<file path="src/rtl/pulse_steer_pkg.sv">
package pulse_steer_pkg;

   typedef logic [3:0] code_t;

   // bit positions inside a state code
   localparam int unsigned BIT_X = 3;
   localparam int unsigned BIT_Y = 2;
   localparam int unsigned BIT_A = 1;
   localparam int unsigned BIT_B = 0;

   localparam code_t C_IDLE_LO_A = 4'b1011; // reset code, both outputs high
   localparam code_t C_A_LOW     = 4'b1001;
   localparam code_t C_A_HELD    = 4'b1101;
   localparam code_t C_A_REL     = 4'b0101;
   localparam code_t C_IDLE_LO_B = 4'b0111;
   localparam code_t C_B_LOW     = 4'b0110;
   localparam code_t C_B_HELD    = 4'b1110;
   localparam code_t C_B_REL     = 4'b1010;

   // next code in the ring, independent of input level
   function automatic code_t ring_next(input code_t s);
      case (s)
         C_IDLE_LO_A: ring_next = C_A_LOW;
         C_A_LOW:     ring_next = C_A_HELD;
         C_A_HELD:    ring_next = C_A_REL;
         C_A_REL:     ring_next = C_IDLE_LO_B;
         C_IDLE_LO_B: ring_next = C_B_LOW;
         C_B_LOW:     ring_next = C_B_HELD;
         C_B_HELD:    ring_next = C_B_REL;
         default:     ring_next = C_IDLE_LO_A;
      endcase
   endfunction

   // level that lets a code advance: 1 = needs high input, 0 = needs low
   function automatic logic advance_level(input code_t s);
      case (s)
         C_IDLE_LO_A, C_A_LOW, C_IDLE_LO_B, C_B_LOW: advance_level = 1'b1;
         default:                                    advance_level = 1'b0;
      endcase
   endfunction

   function automatic logic code_legal(input code_t s);
      case (s)
         C_IDLE_LO_A, C_A_LOW, C_A_HELD, C_A_REL,
         C_IDLE_LO_B, C_B_LOW, C_B_HELD, C_B_REL: code_legal = 1'b1;
         default:                                 code_legal = 1'b0;
      endcase
   endfunction

endpackage

</file>
<file path="src/rtl/steer_sync.sv">
module steer_sync #(
   parameter int unsigned STAGES = 2
) (
   input  logic clk,
   input  logic rst,
   input  logic d,
   output logic q
);
   localparam int unsigned LAST = STAGES - 1;

   if (STAGES < 2) begin : g_bad_depth
      $error("steer_sync: STAGES must be at least 2");
   end

   logic [LAST:0] chain_q;

   for (genvar k = 0; k < STAGES; k++) begin : g_stage
      if (k == 0) begin : g_first
         always_ff @(posedge clk) begin
            if (rst) chain_q[0] <= 1'b0;
            else     chain_q[0] <= d;
         end
      end else begin : g_next
         always_ff @(posedge clk) begin
            if (rst) chain_q[k] <= 1'b0;
            else     chain_q[k] <= chain_q[k-1];
         end
      end
   end

   assign q = chain_q[LAST];

endmodule

</file>
<file path="src/rtl/steer_core.sv">
module steer_core
   import pulse_steer_pkg::*;
(
   input  logic  clk,
   input  logic  rst,
   input  logic  level,
   output code_t state_q
);
   code_t state_d;

   always_comb begin
      state_d = state_q;
      if (!code_legal(state_q))
         state_d = C_IDLE_LO_A;
      else if (level == advance_level(state_q))
         state_d = ring_next(state_q);
   end

   always_ff @(posedge clk) begin
      if (rst) state_q <= C_IDLE_LO_A;
      else     state_q <= state_d;
   end

   assert_one_bit_step_R4: assert property (@(posedge clk) disable iff (rst)
      (state_q != $past(state_q)) |-> ($countones(state_q ^ $past(state_q)) == 1));

   assert_legal_code_R5: assert property (@(posedge clk) disable iff (rst)
      code_legal(state_q));

   assert_ring_order_R5: assert property (@(posedge clk) disable iff (rst)
      (state_q != $past(state_q)) |-> (state_q == ring_next($past(state_q))));

   assert_outputs_exclusive_R6: assert property (@(posedge clk) disable iff (rst)
      (state_q[BIT_A] | state_q[BIT_B]));

   assert_hold_on_level_R8: assert property (@(posedge clk) disable iff (rst)
      ($past(level) != advance_level($past(state_q))) |-> $stable(state_q));

endmodule

</file>
<file path="src/rtl/steer_gate.sv">
module steer_gate #(
   parameter int unsigned P_INV_STAGES = 2
) (
   input  logic a_n,
   input  logic b_n,
   output logic gate_n,
   output logic gate_p
);
   if ((P_INV_STAGES == 0) || (P_INV_STAGES % 2 != 0)) begin : g_bad_inv
      $error("steer_gate: P_INV_STAGES must be even and nonzero");
   end

   assign gate_n = ~a_n;

   for (genvar k = 0; k < P_INV_STAGES; k++) begin : g_inv
      logic s;
      if (k == 0) begin : g_head
         assign s = ~b_n;
      end else begin : g_tail
         assign s = ~g_inv[k-1].s;
      end
   end

   assign gate_p = g_inv[P_INV_STAGES-1].s;

endmodule

</file>
<file path="src/rtl/pulse_steer.sv">
module pulse_steer
   import pulse_steer_pkg::*;
#(
   parameter int unsigned SYNC_STAGES  = 2,
   parameter int unsigned P_INV_STAGES = 2
) (
   input  logic       clk,
   input  logic       rst,
   input  logic       pulse_in,
   output logic [3:0] state_bits,
   output logic       a_n,
   output logic       b_n,
   output logic       gate_n,
   output logic       gate_p
);
   logic  level_s;
   code_t state_q;

   steer_sync #(.STAGES(SYNC_STAGES)) u_sync (
      .clk (clk),
      .rst (rst),
      .d   (pulse_in),
      .q   (level_s)
   );

   steer_core u_core (
      .clk     (clk),
      .rst     (rst),
      .level   (level_s),
      .state_q (state_q)
   );

   assign state_bits = state_q;
   assign a_n        = state_q[BIT_A];
   assign b_n        = state_q[BIT_B];

   steer_gate #(.P_INV_STAGES(P_INV_STAGES)) u_gate (
      .a_n    (a_n),
      .b_n    (b_n),
      .gate_n (gate_n),
      .gate_p (gate_p)
   );

   assert_gate_polarity_R7: assert property (@(posedge clk) disable iff (rst)
      (gate_n != a_n) && (gate_p == b_n));

   assert_reset_idle_R1: assert property (@(posedge clk)
      $past(rst) |-> (a_n && b_n));

endmodule

</file>
<file path="config.mk">
export PLATFORM = sky130hd
export DESIGN_NAME = pulse_steer
export DESIGN_NICKNAME = d
export VERILOG_FILES = /design/src/rtl/pulse_steer_pkg.sv /design/src/rtl/steer_sync.sv /design/src/rtl/steer_core.sv /design/src/rtl/steer_gate.sv /design/src/rtl/pulse_steer.sv
export SDC_FILE = /design/constraint.sdc
export NUM_CORES = 1
export LEC_CHECK = 0
export BUFFER_PORTS_ARGS = -buffer_cell sky130_fd_sc_hd__clkbuf_2
export CAP_MARGIN = 40
export CELL_PAD_IN_SITES_DETAIL_PLACEMENT = 0
export CELL_PAD_IN_SITES_GLOBAL_PLACEMENT = 1
export CORE_AREA = 10 10 47 49
export CTS_BUF_LIST = sky130_fd_sc_hd__clkbuf_4
export DETAILED_ROUTE_END_ITERATION = 10
export DIE_AREA = 0 0 57 59
export PLACE_DENSITY = 0.72
export SETUP_SLACK_MARGIN = 0.5
export SYNTH_ARGS = -nofsm -noshare
export SYNTH_HDL_FRONTEND = slang
export SYNTH_SLANG_ARGS = --single-unit
</file>
<file path="constraint.sdc">
create_clock -name clk -period 1.4 [get_ports clk]
set_input_delay 0.21 -clock clk [delete_from_list [all_inputs] [get_ports clk]]
set_output_delay 0.21 -clock clk [all_outputs]
set_load 0.01 [all_outputs]
</file>
==> qor.txt <==
GRT
---------------------------------------------------------------------------------
Met1 global-route usage ............................................        4.75%
Vias in the first global route .....................................          376
Maximum number of pins on one net before global-route repair .......            9
Met3 Track Usage GR ................................................        1.93%
GRT Resource Usage Total ...........................................        5.53%
Initial antenna violation count ....................................            0
Global-route wire length before repair .............................      1480 um
Met2 Use GR ........................................................        9.92%
Global-route congestion overflow total .............................            0
Busiest grt layer ..................................................         met2

SYNTHESIS
---------------------------------------------------------------------------------
Post-synthesis sequential area ratio ...............................        40.9%
Portion of synthesized cell area occupied by the leading cell type .        40.9%
Synth warn .........................................................            0
Area of the mapped netlist .........................................      343 um2
Unique cell type count in the Yosys netlist ........................           21
Gate count after technology mapping ................................           38
Cells taking the most area after synthesis ......................... dfxtp_1 41%, o21ai_0 7.3%, buf_4 6.6%, o22ai_4 5.8%, nand3_1 4.4%
Cell taking the most area after synthesis ..........................      dfxtp_1
Post-synthesis area per instance ...................................     9.02 um2
Net count of the mapped netlist ....................................           42
Post-synthesis register bit count ..................................            7

TIMING
---------------------------------------------------------------------------------
Worst slew pin tran ................................................     0.246 ns
Total setup violations reported at the end of the flow .............            0
Unrepaired setup endpoints after global routing ....................         true
Hold violation total from the final report .........................            0
Setup TNS Final ....................................................         0 ns
Maximum clock frequency ............................................    0.748 GHz
Period utilization .................................................        95.5%
Worst clock skew ...................................................  0.000910 ns
Minimum period implied by the final worst setup slack ..............      1.34 ns
Final number of max-transition violations ..........................            0
Max-slew headroom ..................................................        83.6%

PLACED DESIGN
---------------------------------------------------------------------------------
PortBufs ...........................................................           10
GP Congestion ......................................................        0.699
DPL Wire Length ....................................................       612 um
Area after detailed placement ......................................      412 um2
Placed cell count ..................................................           61

CLOCK TREE
---------------------------------------------------------------------------------
Clock root cell ....................................................     clkbuf_4
Maximum level of the CTS H-tree ....................................            1
Clock latency of the later-clocked register in the worst-skew pair .      0.25 ns
CTS tree ...........................................................          yes
Sinks on the clock net .............................................            7
Number of buffers created by CTS ...................................            3
Clock-pin slew on the worst setup and hold paths ...................      0.05 ns
Longest Clk Path Bufs ..............................................            2
Post-CTS Hold Buffers ..............................................            0

ROUTE
---------------------------------------------------------------------------------
Residual DRC count .................................................            0
Detail-routed via count per cell ...................................         4.65
Residual antenna-violating net count after detailed routing ........            0
Total vias in the final route ......................................          349
Average wire length per cell after detail routing ..................      12.0 um
Wire length after detailed routing .................................       903 um
Initial DRC Count ..................................................            6
Number of detailed-routing iterations run before antenna repair ....            2

FINAL LAYOUT
---------------------------------------------------------------------------------
Layout overhead on the synthesized area ............................        74.5%
Number of nets in the finished design ..............................           64
Post-route standard cell area excluding fillers ....................      598 um2
Diodes inserted ....................................................            0
Post-route insts no fill ...........................................           75
Proportion of layout cells with a drive suffix above 1 .............        69.5%

CRITICAL PATH
---------------------------------------------------------------------------------
Nature of the critical path startpoint .............................         flop
Worst-path cell chain .............................................. inv_4 > o21ai_2 > and3_4 > o21ai_2 > inv_1 > ha_1 > nand3_1 > o21ai_1
Crit-path max cell delay ...........................................      0.36 ns
Data required time at the worst endpoint ...........................      1.54 ns
Kind of end point of the critical path .............................         flop
Cell mode on critical path .........................................      o21ai_2
Critical path peak fanout ..........................................            5
Cell with the largest stage delay on the worst path ................      dfxtp_4
Kind of critical path .............................................. flop to flop
CP Data Arrival Time ...............................................      1.47 ns

JOB
---------------------------------------------------------------------------------
Max-Cap Viols ......................................................            0

FLOORPLANNING
---------------------------------------------------------------------------------
X dimension of the die .............................................        57 um
Die area ...........................................................     3360 um2
Initial standard-cell utilization of the core ......................        24.5%
Cell Rows ..........................................................           14
Vert. Die Dim ......................................................        59 um
Top Ports ..........................................................           11
Placeable Area .....................................................     1400 um2

OUTCOME
---------------------------------------------------------------------------------
Status .............................................................    completed

PWR
---------------------------------------------------------------------------------
Leakage ............................................................     0.252 nW
Peak supply drop ...................................................       416 uV
Power density over the cells .......................................   783 nW/um2
Power, Total .......................................................     0.468 mW

HOLD PATH
---------------------------------------------------------------------------------
Min-Delay Path Class ............................................... input port to flop

synthesized netlist by cell type:
library cell / instances
inv_1: 2
inv_2: 1
xnor2_1: 1
buf_4: 3
nand3_1: 3
nor3_1: 1
nand2_1: 2
and3_2: 1
ha_1: 1
o21a_1: 1
o21ai_1: 1
o2111ai_1: 1
nor2b_1: 2
o22ai_4: 1
o21ai_0: 5
a31oi_1: 1
and2_1: 1
dfxtp_1: 7
nor2b_2: 1
a21oi_1: 1
and2b_1: 1
final cells by class:
| cell class | count | area (um2) |
|---|---|---|
| repair buffers | 20 | 174 |
| inverters | 3 | 13.8 |
| clock buffers | 4 | 30.0 |
| well taps | 16 | 20.0 |
| multi-input cells | 25 | 201 |
| fillers | 159 | 803 |
| flip-flops and latches | 7 | 159 |
routing by layer:
layer	vias up	wire, um
met2	6	517
met5	-	0
met1	168	326
li1	173	-
met3	2	51
met4	0	6
layout by cell type, fill, tap and decap left out, types with 2 or more instances in the layout:
master,Yosys,layout
buf_4,3,8
buf_6,0,7
dfxtp_4,0,5
o21ai_2,0,4
clkbuf_4,0,4
clkbuf_2,0,4
nand3_1,3,3
o21ai_1,1,2
nand2_1,2,2
nor2b_1,2,2
dfxtp_1,7,2
metrics by stage:
step                hold WS, ns  setup WS [ns]  util, %
floorplan                 0.274          0.167        -
global placement          0.396         0.0733     29.4
detailed placement        0.403         0.0366     29.4
CTS                       0.134         0.0850     37.2
global route              0.143       -0.00834     42.7
finish                    0.138         0.0633     42.7
cell families (layout without fill, tap and decap cells):
family | Yosys count | after routing | share of synthesized area [%]
AOI/OAI and AO/OA | 11 | 11 | 22.6
xor gates and xnor gates | 1 | 1 | 2.56
adders and majority gates | 1 | 1 | 3.65
buffers and inverters | 6 | 27 | 9.85
DFF | 7 | 7 | 40.9
and+or+nand+nor | 12 | 12 | 20.4
worst max-delay path: cells and delay by family (launching register included):
kind | cells | cell delay (ns)
AO/OA/AOI/OAI | 3 | 0.24
buffers and inverters | 2 | 0.14
AND/OR/NAND/NOR | 2 | 0.22
flip-flops | 1 | 0.36
adder cells (fa/ha/maj) | 1 | 0.28
worst paths after layout:
| check | startpoint | endpoint | slack (ns) | cells past startpoint |
|---|---|---|---|---|
| worst max-delay path | u_sync.q | flop | 0.06 | 8 |
| worst min-delay path | rst | u_sync.q | 0.14 | 2 |
| worst max register to register | u_sync.q | flop | 0.06 | 8 |
| worst min register to register | u_sync.chain_q[0] | u_sync.q | 0.44 | 1 |
power breakdown:
group / internal (mW) / total [mW] / switching, mW / leakage (nW)
clock network: 0.128 / 0.200 / 0.0719 / 0.0184
registers: 0.198 / 0.206 / 0.00788 / 0.0584
logic: 0.0357 / 0.0625 / 0.0268 / 0.175
timing repair:
| item | 4_1_cts | 5_1_grt |
|---|---|---|
| gates cloned | 0 | 0 |
| setup buffers | 6 | 4 |
| pin swaps | 1 | 3 |
| gates resized for setup | 9 | 15 |
| endpoints found under the setup margin | 13 | 13 |
Note: power is estimated with default switching activity, not from simulation.
